## src/rtl/ale_pkg.sv

```systemverilog
// Shared definitions for the ALE strobe generator.
// Assumes the auxiliary register keeps its bit order: bit 0 gates ALE, bit 1 disables the extra RAM.
package ale_pkg;
    localparam int unsigned AUX_W = 2;

    typedef struct packed {
        logic xram_off;   // bit 1
        logic ale_gate;   // bit 0
    } aux_cfg_t;
endpackage

```

## src/rtl/ale_cfg_reg.sv

```systemverilog
// Auxiliary configuration register.
// Stores the ALE-disable and RAM-disable bits and clears both on reset.
module ale_cfg_reg
    import ale_pkg::*;
(
    input  logic     clk,
    input  logic     rst_n,
    input  logic     we,
    input  aux_cfg_t wdata,
    output aux_cfg_t cfg_q
);
    // Hold the configuration bits and load them on a write strobe.
    always_ff @(posedge clk) begin
        if (!rst_n) begin
            cfg_q <= '0;
        end else if (we) begin
            cfg_q <= wdata;
        end
    end
endmodule

```

## src/rtl/ale_slot_timer.sv

```systemverilog
// Bus slot timer.
// Divides the clock into phases and groups PHASES phases into one slot.
// The core mode is latched at reset and at every slot end.
// Assumes FAST_CLKS <= SLOW_CLKS and PHASES >= 2.
module ale_slot_timer #(
    parameter int unsigned PHASES    = 3,
    parameter int unsigned FAST_CLKS = 1,
    parameter int unsigned SLOW_CLKS = 2
) (
    input  logic clk,
    input  logic rst_n,
    input  logic x6_mode,
    output logic fast_q,
    output logic phase_first,
    output logic slot_end
);
    localparam int unsigned SUB_W = (SLOW_CLKS > 1) ? $clog2(SLOW_CLKS) : 1;
    localparam int unsigned PH_W  = (PHASES > 1) ? $clog2(PHASES) : 1;
    localparam logic [SUB_W-1:0] FAST_LAST = SUB_W'(FAST_CLKS - 1);
    localparam logic [SUB_W-1:0] SLOW_LAST = SUB_W'(SLOW_CLKS - 1);
    localparam logic [PH_W-1:0]  PH_LAST   = PH_W'(PHASES - 1);

    logic [SUB_W-1:0] sub_q;
    logic [PH_W-1:0]  ph_q;
    logic [SUB_W-1:0] sub_last;
    logic             phase_end;

    // Select the last clock index of a phase for the latched mode.
    always_comb begin
        sub_last  = fast_q ? FAST_LAST : SLOW_LAST;
        phase_end = (sub_q == sub_last);
    end

    assign slot_end    = phase_end && (ph_q == PH_LAST);
    assign phase_first = (ph_q == '0);

    // Advance the clock-in-phase and phase-in-slot counters.
    always_ff @(posedge clk) begin
        if (!rst_n) begin
            sub_q  <= '0;
            ph_q   <= '0;
            fast_q <= x6_mode;
        end else if (slot_end) begin
            sub_q  <= '0;
            ph_q   <= '0;
            fast_q <= x6_mode;
        end else if (phase_end) begin
            sub_q  <= '0;
            ph_q   <= ph_q + 1'b1;
        end else begin
            sub_q  <= sub_q + 1'b1;
        end
    end
endmodule

```

## src/rtl/ale_gate_ctrl.sv

```systemverilog
// Slot enable for ALE.
// Decides once per slot, at the boundary edge, whether the next slot carries a pulse.
// Because the decision is made only there, a gated pulse is never partial.
module ale_gate_ctrl (
    input  logic clk,
    input  logic rst_n,
    input  logic slot_end,
    input  logic phase_first,
    input  logic gate_on,
    input  logic xacc_req,
    output logic ale
);
    logic en_q;

    // Latch the per-slot enable; reset leaves the strobe free-running.
    always_ff @(posedge clk) begin
        if (!rst_n) begin
            en_q <= 1'b1;
        end else if (slot_end) begin
            en_q <= !gate_on || xacc_req;
        end
    end

    assign ale = en_q && phase_first;
endmodule

```

## src/rtl/ale_strobe_gen.sv

```systemverilog
// ALE strobe generator top.
// Joins the configuration register, the slot timer and the slot enable.
// Assumes clk is the oscillator clock and all inputs are synchronous to it.
module ale_strobe_gen #(
    parameter int unsigned PHASES    = 3,
    parameter int unsigned FAST_CLKS = 1,
    parameter int unsigned SLOW_CLKS = 2
) (
    input  logic       clk,
    input  logic       rst_n,
    input  logic       x6_mode,
    input  logic       cfg_we,
    input  logic [1:0] cfg_wdata,
    input  logic       xacc_req,
    output logic       ale,
    output logic       ale_gate,
    output logic       xram_off
);
    import ale_pkg::*;

    aux_cfg_t cfg_q;
    logic     fast_q;
    logic     phase_first;
    logic     slot_end;

    ale_cfg_reg u_cfg (
        .clk   (clk),
        .rst_n (rst_n),
        .we    (cfg_we),
        .wdata (aux_cfg_t'(cfg_wdata)),
        .cfg_q (cfg_q)
    );

    ale_slot_timer #(
        .PHASES    (PHASES),
        .FAST_CLKS (FAST_CLKS),
        .SLOW_CLKS (SLOW_CLKS)
    ) u_tmr (
        .clk         (clk),
        .rst_n       (rst_n),
        .x6_mode     (x6_mode),
        .fast_q      (fast_q),
        .phase_first (phase_first),
        .slot_end    (slot_end)
    );

    ale_gate_ctrl u_gate (
        .clk         (clk),
        .rst_n       (rst_n),
        .slot_end    (slot_end),
        .phase_first (phase_first),
        .gate_on     (cfg_q.ale_gate),
        .xacc_req    (xacc_req),
        .ale         (ale)
    );

    assign ale_gate = cfg_q.ale_gate;
    assign xram_off = cfg_q.xram_off;
endmodule

```

## config.mk

```make
export PLATFORM = sky130hd
export DESIGN_NAME = ale_strobe_gen
export DESIGN_NICKNAME = d
export VERILOG_FILES = /design/src/rtl/ale_pkg.sv /design/src/rtl/ale_cfg_reg.sv /design/src/rtl/ale_slot_timer.sv /design/src/rtl/ale_gate_ctrl.sv /design/src/rtl/ale_strobe_gen.sv
export SDC_FILE = /design/constraint.sdc
export NUM_CORES = 1
export LEC_CHECK = 0
export ABC_AREA = 1
export ABC_CLOCK_PERIOD_IN_PS = 1100
export BUFFER_PORTS_ARGS = -buffer_cell sky130_fd_sc_hd__buf_2
export CELL_PAD_IN_SITES_DETAIL_PLACEMENT = 0
export CELL_PAD_IN_SITES_GLOBAL_PLACEMENT = 1
export CORE_AREA = 8 8 45 47
export DETAILED_ROUTE_END_ITERATION = 10
export DIE_AREA = 0 0 53 55
export PLACE_DENSITY = 0.68
export SLEW_MARGIN = 20
export SYNTH_ARGS = -nofsm -noshare
export SYNTH_HDL_FRONTEND = slang
export SYNTH_SLANG_ARGS = --single-unit
```

## constraint.sdc

```tcl
create_clock -name clk -period 1.1 [get_ports clk]
set_input_delay 0.055 -clock clk [delete_from_list [all_inputs] [get_ports clk]]
set_output_delay 0.055 -clock clk [all_outputs]
set_load 0.02 [all_outputs]
```

==> flow_metrics.env, run 1 <==
export IMPL_clock_path_buffers=2
export IMPL_finalHoldViolations=0
export IMPL_timing_slew_headroom=0.9122
export IMPL_die_height_um=55
export IMPL_routabilityCongestion=0.7586
export IMPL_vias=298
export IMPL_leakage_nw=0.2306
export IMPL_ys_ff_latch=7
export IMPL_nets=68
export IMPL_p_total_w=0.0006853
export IMPL_layout_commonest_cell="buf_2"
export IMPL_grt_ovfl_total=0
export IMPL_initialDrtViolationCount=0
export IMPL_die_w_um=53
export IMPL_initial_utilization=0.2423
export IMPL_port_buffers=9
export IMPL_fin_setup_tns_ns=0
export IMPL_setup_viol=0
export IMPL_syn_area_um2=335.3
export IMPL_period_share=0.9558
export IMPL_num_rows=14
export IMPL_slowest_stage="dfxtp_2"
export IMPL_ys_seq_area_frac=0.4478
export IMPL_htree_levels=1
export IMPL_yosysTopAreaCellShare=0.3582
export IMPL_hold_class="input port to flop"
export IMPL_ctsRootBufferMaster="clkbuf_4"
export IMPL_path_cells="inv_4 -> ha_2 -> nand3_2 -> nand2_2"
export IMPL_fin_skew_ns=0.0004369
export IMPL_vias_per_cell=4.027
export IMPL_clock_latency_ns=0.24
export IMPL_cts_tree="built"
export IMPL_rsz0062_at_grt="false"
export IMPL_fin_util=0.3418
export IMPL_syn_nets=52
export IMPL_ant_nets=0
export IMPL_cts_clk_slew_worst_paths_ns=0.05
export IMPL_p_per_area_mw_per_mm2=1449
export IMPL_end_kind="flop"
export IMPL_post_route_drc_count=0
export IMPL_core_mm2=0.001384
export IMPL_drive_gt1_frac=0.4828
export IMPL_hpwl_um=567.1
export IMPL_antenna_found_initial=0
export IMPL_grt_pass1_vias=300
export IMPL_post_drt_wl_per_cell_um=9.000
export IMPL_worst_slew_pin_slew_ns=0.1304
export IMPL_status="finished clean"
export IMPL_worstSetupPathType="flop to flop"
export IMPL_synth_area_per_cell_um2=7.798
export IMPL_path_max_fanout=3
export IMPL_grt_pass1_wl_um=1124
export IMPL_cp_required_ns=1.06
export IMPL_grt_max_degree=6
export IMPL_cp_arrival_ns=1.01
export IMPL_ir_drop_uv=576.8
export IMPL_fmax_mhz=951.1
export IMPL_area_growth_syn_to_layout_pct=41.04
export IMPL_clock_sinks=7
export IMPL_grt_usage=0.05367
export IMPL_synth_top_cell_by_area="dfxtp_1"
export IMPL_cts_made_buffers=3
export IMPL_final_cell_mix="buf_2, inv_1, nor2_1, nand2_1"
export IMPL_yosysWarnings=0
export IMPL_max_cap_violations=0
export IMPL_pin_count=10
export IMPL_antennaDiodeCount=0
export IMPL_timing_final_max_slew_violations=0
export IMPL_multi_input_area_um2=168.9
export IMPL_final_seq_area_um2=152.6
export IMPL_fillerInstances=155
export IMPL_synth_area_leaders="dfxtp_1, edfxtp_1, inv_1, nand2_1, ha_1"
export IMPL_dieArea_mm2=0.002915
export IMPL_drt_pass1_iterations=1
export IMPL_totalWireLength_um=666
export IMPL_period_minus_slack_ns=1.051
export IMPL_slowest_delay_ns=0.33
export IMPL_syn_instance_count=43
export IMPL_worstSetupStartpointType="flop"
export IMPL_yosysUniqueCellTypes=13
-- where the power goes --
| group | switching (W) | internal (W) |
|---|---|---|
| Sequential | 0.0000166 | 0.000283 |
| Combinational | 0.0000856 | 0.0000755 |
| Clock | 0.0000863 | 0.000138 |
-- through the flow --
| stage | hold slack [ns] | worst slack, ns | instances | area (µm²) |
|---|---|---|---|---|
| detailed placement | 0.2361 | 0.01995 | 68 | 400.4 |
| CTS | 0.02743 | 0.002544 | 73 | 445.4 |
| global placement | 0.2373 | 0.06353 | 68 | 400.4 |
| floorplan | 0.1397 | 0.08835 | 43 | 335.3 |
| global route | 0.04673 | 0.0007673 | 74 | 473.0 |
| finish | 0.03832 | 0.04857 | 74 | 473.0 |
-- cell type report --
type / count / share of cell area
Clock buffer: 4 / 0.05556
Tap cell: 16 / 0.04233
Multi-Input combinational cell: 27 / 0.3571
Sequential cell: 7 / 0.3228
Timing Repair Buffer: 11 / 0.1455
Inverter: 9 / 0.07672
-- synthesized netlist by cell type --
cell type,number
a21oi_2,2
nor2_2,1
inv_2,1
dfxtp_1,6
nor2_1,6
o21ai_0,2
nand3_1,3
ha_1,2
nand3_2,1
nand2_1,7
edfxtp_1,1
inv_1,8
nand2_2,3
-- per-layer routing --
layer | global-route usage | part of all wire | up-vias
met5 | 0 | 0 | -
met1 | 0.05046 | 0.45 | 129
met2 | 0.08789 | 0.51 | 6
met3 | 0.02139 | 0.042 | 0
li1 | - | - | 163
met4 | 0.05172 | 0 | 0
-- critical path: cells and delay by family (launching register included) --
family                     cells  cell delay, ns
and+or+nand+nor                2            0.19
adders and majority gates      1            0.18
DFF                            1            0.33
buffers and inverters          1            0.07
-- logic make-up after synthesis --
kind of cell | synth area share
and+or+nand+nor | 0.2948
buffers and inverters | 0.1007
DFF | 0.4478
AOI/OAI and AO/OA | 0.08210
adders and majority gates | 0.07461
-- registers in the layout (all words and copies together) (netlist names) --
| register | count |
|---|---|
| u_cfg.cfg_q | 2 |
| u_tmr.ph_q | 2 |
| u_gate.en_q | 1 |
| u_tmr.fast_q | 1 |
| u_tmr.sub_q | 1 |
-- what timing repair did --
action                                  CTS  global route
hold endpoints to repair                  1             0
resized for setup                         5             6
gates cloned                              0             0
pin swaps                                 0             1
hold buffers                              1             0
endpoints found under the setup margin    1             1
setup buffers                             0             1
-- worst paths after layout --
path	slack [ns]	startpoint	endpoint	cells after the start
max	0.05	u_tmr.ph_q[0]$_SDFFE_PP0N_	u_tmr.fast_q$_DFFE_PP_	4
min	0.04	cfg_wdata[1]	u_cfg.cfg_q[1]$_SDFFE_PN0P_	3
max reg2reg	0.05	u_tmr.ph_q[0]$_SDFFE_PP0N_	u_tmr.fast_q$_DFFE_PP_	4
min reg2reg	0.49	u_gate.en_q$_SDFFE_PN1P_	u_gate.en_q$_SDFFE_PN1P_	2
No activity file was read; power rests on OpenSTA's default activity.
==> run 2: changes to the inputs <==
==> constraint.sdc (replaced) <==
create_clock -name clk -period 1.1 [get_ports clk]
set_input_delay 0 -clock clk [delete_from_list [all_inputs] [get_ports clk]]
set_output_delay 0 -clock clk [all_outputs]
set_load 0.02 [all_outputs]
==> run 2 against run 1 <==
Compared with the run above: non-clock buffer count grew 2; wire length increased by 3.9%; first-iteration DRC count is the same; sequential cell count is the same; total power fell by 2.7%.
==> flow_metrics.env, run 2 (synthesis gave the netlist of run 1 again) <==
export IMPL_ctsRootBufferMaster="clkbuf_4"
export IMPL_hpwl_um=567.1
export IMPL_initial_utilization=0.2423
export IMPL_setup_viol=0
export IMPL_dieArea_mm2=0.002915
export IMPL_grt_usage=0.05476
export IMPL_cts_clk_slew_worst_paths_ns=0.05
export IMPL_grt_max_degree=6
export IMPL_worstSetupPathType="flop to flop"
export IMPL_grt_pass1_vias=313
export IMPL_period_minus_slack_ns=1.049
export IMPL_cp_arrival_ns=1.01
export IMPL_fin_skew_ns=0.0002904
export IMPL_vias_per_cell=4.000
export IMPL_port_buffers=9
export IMPL_period_share=0.9537
export IMPL_fin_util=0.3427
export IMPL_status="finished clean"
export IMPL_cts_made_buffers=3
export IMPL_antennaDiodeCount=0
export IMPL_worst_slew_pin_slew_ns=0.1304
export IMPL_p_per_area_mw_per_mm2=1407
export IMPL_slowest_stage="dfxtp_2"
export IMPL_vias=304
export IMPL_end_kind="flop"
export IMPL_post_route_drc_count=0
export IMPL_htree_levels=1
export IMPL_clock_latency_ns=0.24
export IMPL_ant_nets=0
export IMPL_grt_ovfl_total=0
export IMPL_die_height_um=55
export IMPL_clock_sinks=7
export IMPL_drive_gt1_frac=0.4000
export IMPL_finalHoldViolations=0
export IMPL_routabilityCongestion=0.7586
export IMPL_p_total_w=0.0006671
export IMPL_leakage_nw=0.2358
export IMPL_reg_top3="u_cfg.cfg_q (2), u_tmr.ph_q (2)"
export IMPL_area_growth_syn_to_layout_pct=41.42
export IMPL_max_cap_violations=0
export IMPL_rsz0062_at_grt="false"
export IMPL_fin_setup_tns_ns=0
export IMPL_core_mm2=0.001384
export IMPL_timing_final_max_slew_violations=0
export IMPL_nets=70
export IMPL_cp_required_ns=1.06
export IMPL_drt_pass1_iterations=1
export IMPL_path_buf_inv=1
export IMPL_pin_count=10
export IMPL_die_w_um=53
export IMPL_post_drt_wl_per_cell_um=9.105
export IMPL_num_rows=14
export IMPL_grt_pass1_wl_um=1145
export IMPL_clock_path_buffers=2
export IMPL_slowest_delay_ns=0.32
export IMPL_totalWireLength_um=692
export IMPL_antenna_found_initial=0
export IMPL_path_cells="inv_2 -> ha_1 -> nand3_2 -> nand2_2"
export IMPL_timing_slew_headroom=0.9122
export IMPL_cts_tree="built"
export IMPL_cts_setup_buffers=0
export IMPL_initialDrtViolationCount=0
export IMPL_hold_class="input port to flop"
export IMPL_final_cell_mix="buf_2, inv_1, nand2_1"
export IMPL_ir_drop_uv=547.5
export IMPL_path_max_fanout=3
export IMPL_layout_commonest_cell="buf_2"
export IMPL_worstSetupStartpointType="flop"
export IMPL_fmax_mhz=953.3
export IMPL_critPathTopFamily="flip-flops"
==> run 2: path summary, 6_finish.rpt <==
check	start	cells past startpoint	slack, ns	to
min	cfg_we	3	0.02	u_cfg.cfg_q[1]$_SDFFE_PN0P_
max	u_tmr.ph_q[0]$_SDFFE_PP0N_	4	0.05	u_tmr.fast_q$_DFFE_PP_
max reg2reg	u_tmr.ph_q[0]$_SDFFE_PP0N_	4	0.05	u_tmr.fast_q$_DFFE_PP_
min reg2reg	u_gate.en_q$_SDFFE_PN1P_	2	0.47	u_gate.en_q$_SDFFE_PN1P_
==> run 2: stage by stage <==
stage / hold WS [ns] / setup slack [ns] / area, µm² / cells
6_report: 0.02426 / 0.05096 / 474.2 / 76
5_1_grt: 0.05548 / 0.0003805 / 474.2 / 76
4_1_cts: 0.02040 / 0.004708 / 466.7 / 76
3_5_place_dp: 0.1811 / 0.01995 / 400.4 / 68
3_3_place_gp: 0.1823 / 0.06353 / 400.4 / 68
2_1_floorplan: 0.08470 / 0.08835 / 335.3 / 43
==> run 2: what timing repair did <==
| item | in CTS | in global routing |
|---|---|---|
| hold endpoints to repair | 4 | 0 |
| gates resized for setup | 0 | 5 |
| hold buffers | 4 | 0 |
| endpoints found under the setup margin | 0 | 2 |
==> run 2: report_power, final <==
group	total (W)	internal [W]	switching [W]	leakage (nW)
logic	0.000144	0.0000648	0.0000794	0.161
registers	0.000297	0.000283	0.0000138	0.0601
clock network	0.000226	0.000138	0.0000880	0.0150
==> run 2: routing by layer <==
layer / global-route usage / vias to the layer above / wire length [µm]
li1: - / 165 / -
met1: 0.05046 / 133 / 310
met2: 0.09180 / 6 / 356
met3: 0.02139 / 0 / 25
met4: 0.05172 / 0 / 0
met5: 0 / - / 0
==> run 2: worst register-to-register path: cells and delay by family (launching register included) <==
family | cells | cell delay (ns)
flops | 1 | 0.32
simple gates | 2 | 0.20
fa+ha+maj | 1 | 0.18
buf+inv | 1 | 0.07
==> run 2: final cells by class <==
cell class / instances / area, µm²
fill: 156 / 909.6
timing repair buffer: 13 / 87.58
clock buffer: 4 / 26.28
multi-input combinational: 27 / 153.9
inverter: 9 / 33.78
sequential: 7 / 152.6
tap: 16 / 20.02
==> run 3: changes to the inputs <==
ABC_CLOCK_PERIOD_IN_PS = 1000   (was 1100)
clock period = 1 ns   (was 1.1 ns; I/O delays follow)
==> run 3 against run 2 <==
Compared with the run above: the run now ends with negative setup slack left; total power grew 18%; worst setup slack worse by 0.056 ns; wire length fell by 1.4%; critical endpoint unchanged; via count shrank 0.33%; design area up 13%; utilization rose by 4.6 points; first-iteration DRC count grew 3; hold slack improved by 0.0043 ns.
==> flow_metrics.env, run 3 (synthesis gave the netlist of run 1 again) <==
export IMPL_rsz0062_at_grt="true"
export IMPL_power_switching_w=0.0002230
export IMPL_sw_frac_of_total=0.2841
export IMPL_end_kind="flop"
export IMPL_status="finished with violations"
export IMPL_leakage_nw=0.2513
export IMPL_antennaDiodeCount=0
export IMPL_setup_viol=1
export IMPL_cts_tree="built"
export IMPL_min_path_cells=3
export IMPL_clock_sinks=7
export IMPL_dieArea_mm2=0.002915
export IMPL_final_cell_mix="buf_2, nor2_1, nand2_1"
export IMPL_clock_latency_ns=0.25
export IMPL_fmax_mhz=994.7
export IMPL_port_buffers=9
export IMPL_layout_cells_non_filler=78
export IMPL_pwr_share_seq=0.423
export IMPL_drive_gt1_frac=0.4839
export IMPL_worstHoldStart="cfg_we"
export IMPL_placed_cells=69
export IMPL_worstSetupStartpointType="flop"
export IMPL_totalWireLength_um=682
export IMPL_grt_max_degree=6
export IMPL_fin_setup_tns_ns=-0.005357
export IMPL_final_seq_area_um2=155.1
export IMPL_setup_slack_ns=-0.005357
export IMPL_period_minus_slack_ns=1.005
export IMPL_area_growth_syn_to_layout_pct=60.45
export IMPL_p_int_w=0.0005619
export IMPL_routabilityCongestion=0.8037
export IMPL_post_drt_wl_per_cell_um=8.744
export IMPL_ir_drop_uv=680.0
export IMPL_grt_ovfl_total=0
export IMPL_die_height_um=55
export IMPL_hold_class="input port to flop"
export IMPL_vias=303
export IMPL_cp_arrival_ns=0.97
export IMPL_antenna_found_initial=0
export IMPL_max_cap_violations=0
export IMPL_path_max_fanout=3
export IMPL_grt_usage=0.05689
export IMPL_nets=72
export IMPL_vias_per_cell=3.885
export IMPL_layout_commonest_cell="buf_2"
export IMPL_p_per_area_mw_per_mm2=1459
export IMPL_fillerInstances=151
export IMPL_num_rows=14
export IMPL_multi_input_area_um2=191.4
export IMPL_grt_pass1_wl_um=1173
export IMPL_finalHoldViolations=0
export IMPL_cts_clk_slew_worst_paths_ns=0.05
export IMPL_regToRegEndpoint="u_tmr.fast_q$_DFFE_PP_"
export IMPL_core_mm2=0.001384
export IMPL_initialDrtViolationCount=3
export IMPL_ctsRootBufferMaster="clkbuf_4"
export IMPL_grt_pass1_vias=322
export IMPL_cts_made_buffers=3
export IMPL_reg2reg_depth=3
export IMPL_timing_final_max_slew_violations=0
export IMPL_hpwl_um=547.8
export IMPL_ant_nets=0
export IMPL_post_route_drc_count=0
export IMPL_pin_count=10
export IMPL_pwr_share_clk=0.320
export IMPL_share_comb_of_total_power=0.257
export IMPL_initial_utilization=0.2423
export IMPL_worstSetupPathType="flop to flop"
export IMPL_die_w_um=53
export IMPL_hold_end="u_cfg.cfg_q[0]$_SDFFE_PN0P_"
export IMPL_period_share=1.005
export IMPL_drt_pass1_iterations=3
export IMPL_timing_slew_headroom=0.8979
export IMPL_fin_skew_ns=0.003662
export IMPL_htree_levels=1
export IMPL_worstReg2RegStart="u_tmr.fast_q$_DFFE_PP_"
export IMPL_cp_required_ns=0.97
export IMPL_reg_top3="u_cfg.cfg_q (2), u_tmr.ph_q (2)"
export IMPL_clock_path_buffers=2
export IMPL_worst_slew_pin_slew_ns=0.1516
export IMPL_violations="negative setup slack"
export IMPL_r2r_setup_slack_ns=-0.005
[run 3: how the worst max path moves through the flow]
stage	depth (start not counted)	to	slack, ns	start
detailed placement	3	u_tmr.fast_q$_DFFE_PP_	-0.04	u_tmr.fast_q$_DFFE_PP_
global route	3	u_tmr.fast_q$_DFFE_PP_	-0.05	u_tmr.fast_q$_DFFE_PP_
CTS	5	ale	-0.03	u_tmr.ph_q[1]$_SDFFE_PP0N_
floorplan	3	u_tmr.fast_q$_DFFE_PP_	0.005	u_tmr.fast_q$_DFFE_PP_
global placement	4	u_tmr.ph_q[1]$_SDFFE_PP0N_	-0.03	u_tmr.ph_q[1]$_SDFFE_PP0N_
finish	3	u_tmr.fast_q$_DFFE_PP_	-0.005	u_tmr.fast_q$_DFFE_PP_
[run 3: area by class of cell]
class | count | share of cell area
multi-input cells | 27 | 0.3558
flip-flops and latches | 7 | 0.2884
repair buffers | 15 | 0.1977
inverters | 9 | 0.07209
clock buffers | 4 | 0.04884
well taps | 16 | 0.03721
[run 3: worst max-delay path, stage by stage, from the launching register on]
cell      delay [ns]
edfxtp_1        0.41
nand2_2         0.14
nand3_4         0.09
nand2_4         0.08
[run 3: stage by stage]
stage / hold slack, ns / power (W) / utilization / instance area (µm²) / worst slack [ns]
6_report: 0.02854 / 0.0007849 / 0.3888 / 538.0 / -0.005357
5_1_grt: 0.05233 / 0.0008421 / 0.3888 / 538.0 / -0.05055
4_1_cts: 0.01896 / 0.0007873 / 0.3743 / 518.0 / -0.02813
3_5_place_dp: 0.1848 / 0.0004814 / 0.3038 / 420.4 / -0.03818
3_3_place_gp: 0.1851 / 0.0004838 / 0.3038 / 420.4 / -0.03040
2_1_floorplan: 0.08470 / 0.0004310 / - / 347.8 / 0.005065
[run 3: per-layer routing]
layer | share of wire | vias to the layer above | GRT usage
met5 | 0 | - | 0
met4 | 0 | 0 | 0.01293
met3 | 0.066 | 0 | 0.04813
met1 | 0.41 | 130 | 0.05030
li1 | - | 169 | -
met2 | 0.52 | 4 | 0.09766
[run 3: power by group through the flow]
stage / sequential, W / combinational, W / clock, W
floorplan: 0.000337 / 0.0000945 / 0
global placement: 0.000332 / 0.000151 / 0
detailed placement: 0.000332 / 0.000149 / 0
CTS: 0.000331 / 0.000188 / 0.000269
global route: 0.000335 / 0.000225 / 0.000282
finish: 0.000332 / 0.000201 / 0.000251
[run 3: what timing repair did]
item                                   4_1_cts  5_1_grt
endpoints found under the hold margin        5        0
hold buffers                                 4        0
buffers inserted                             1        0
gates resized for setup                      8        6
setup endpoints to repair                    3        4
pin swaps                                    4        2
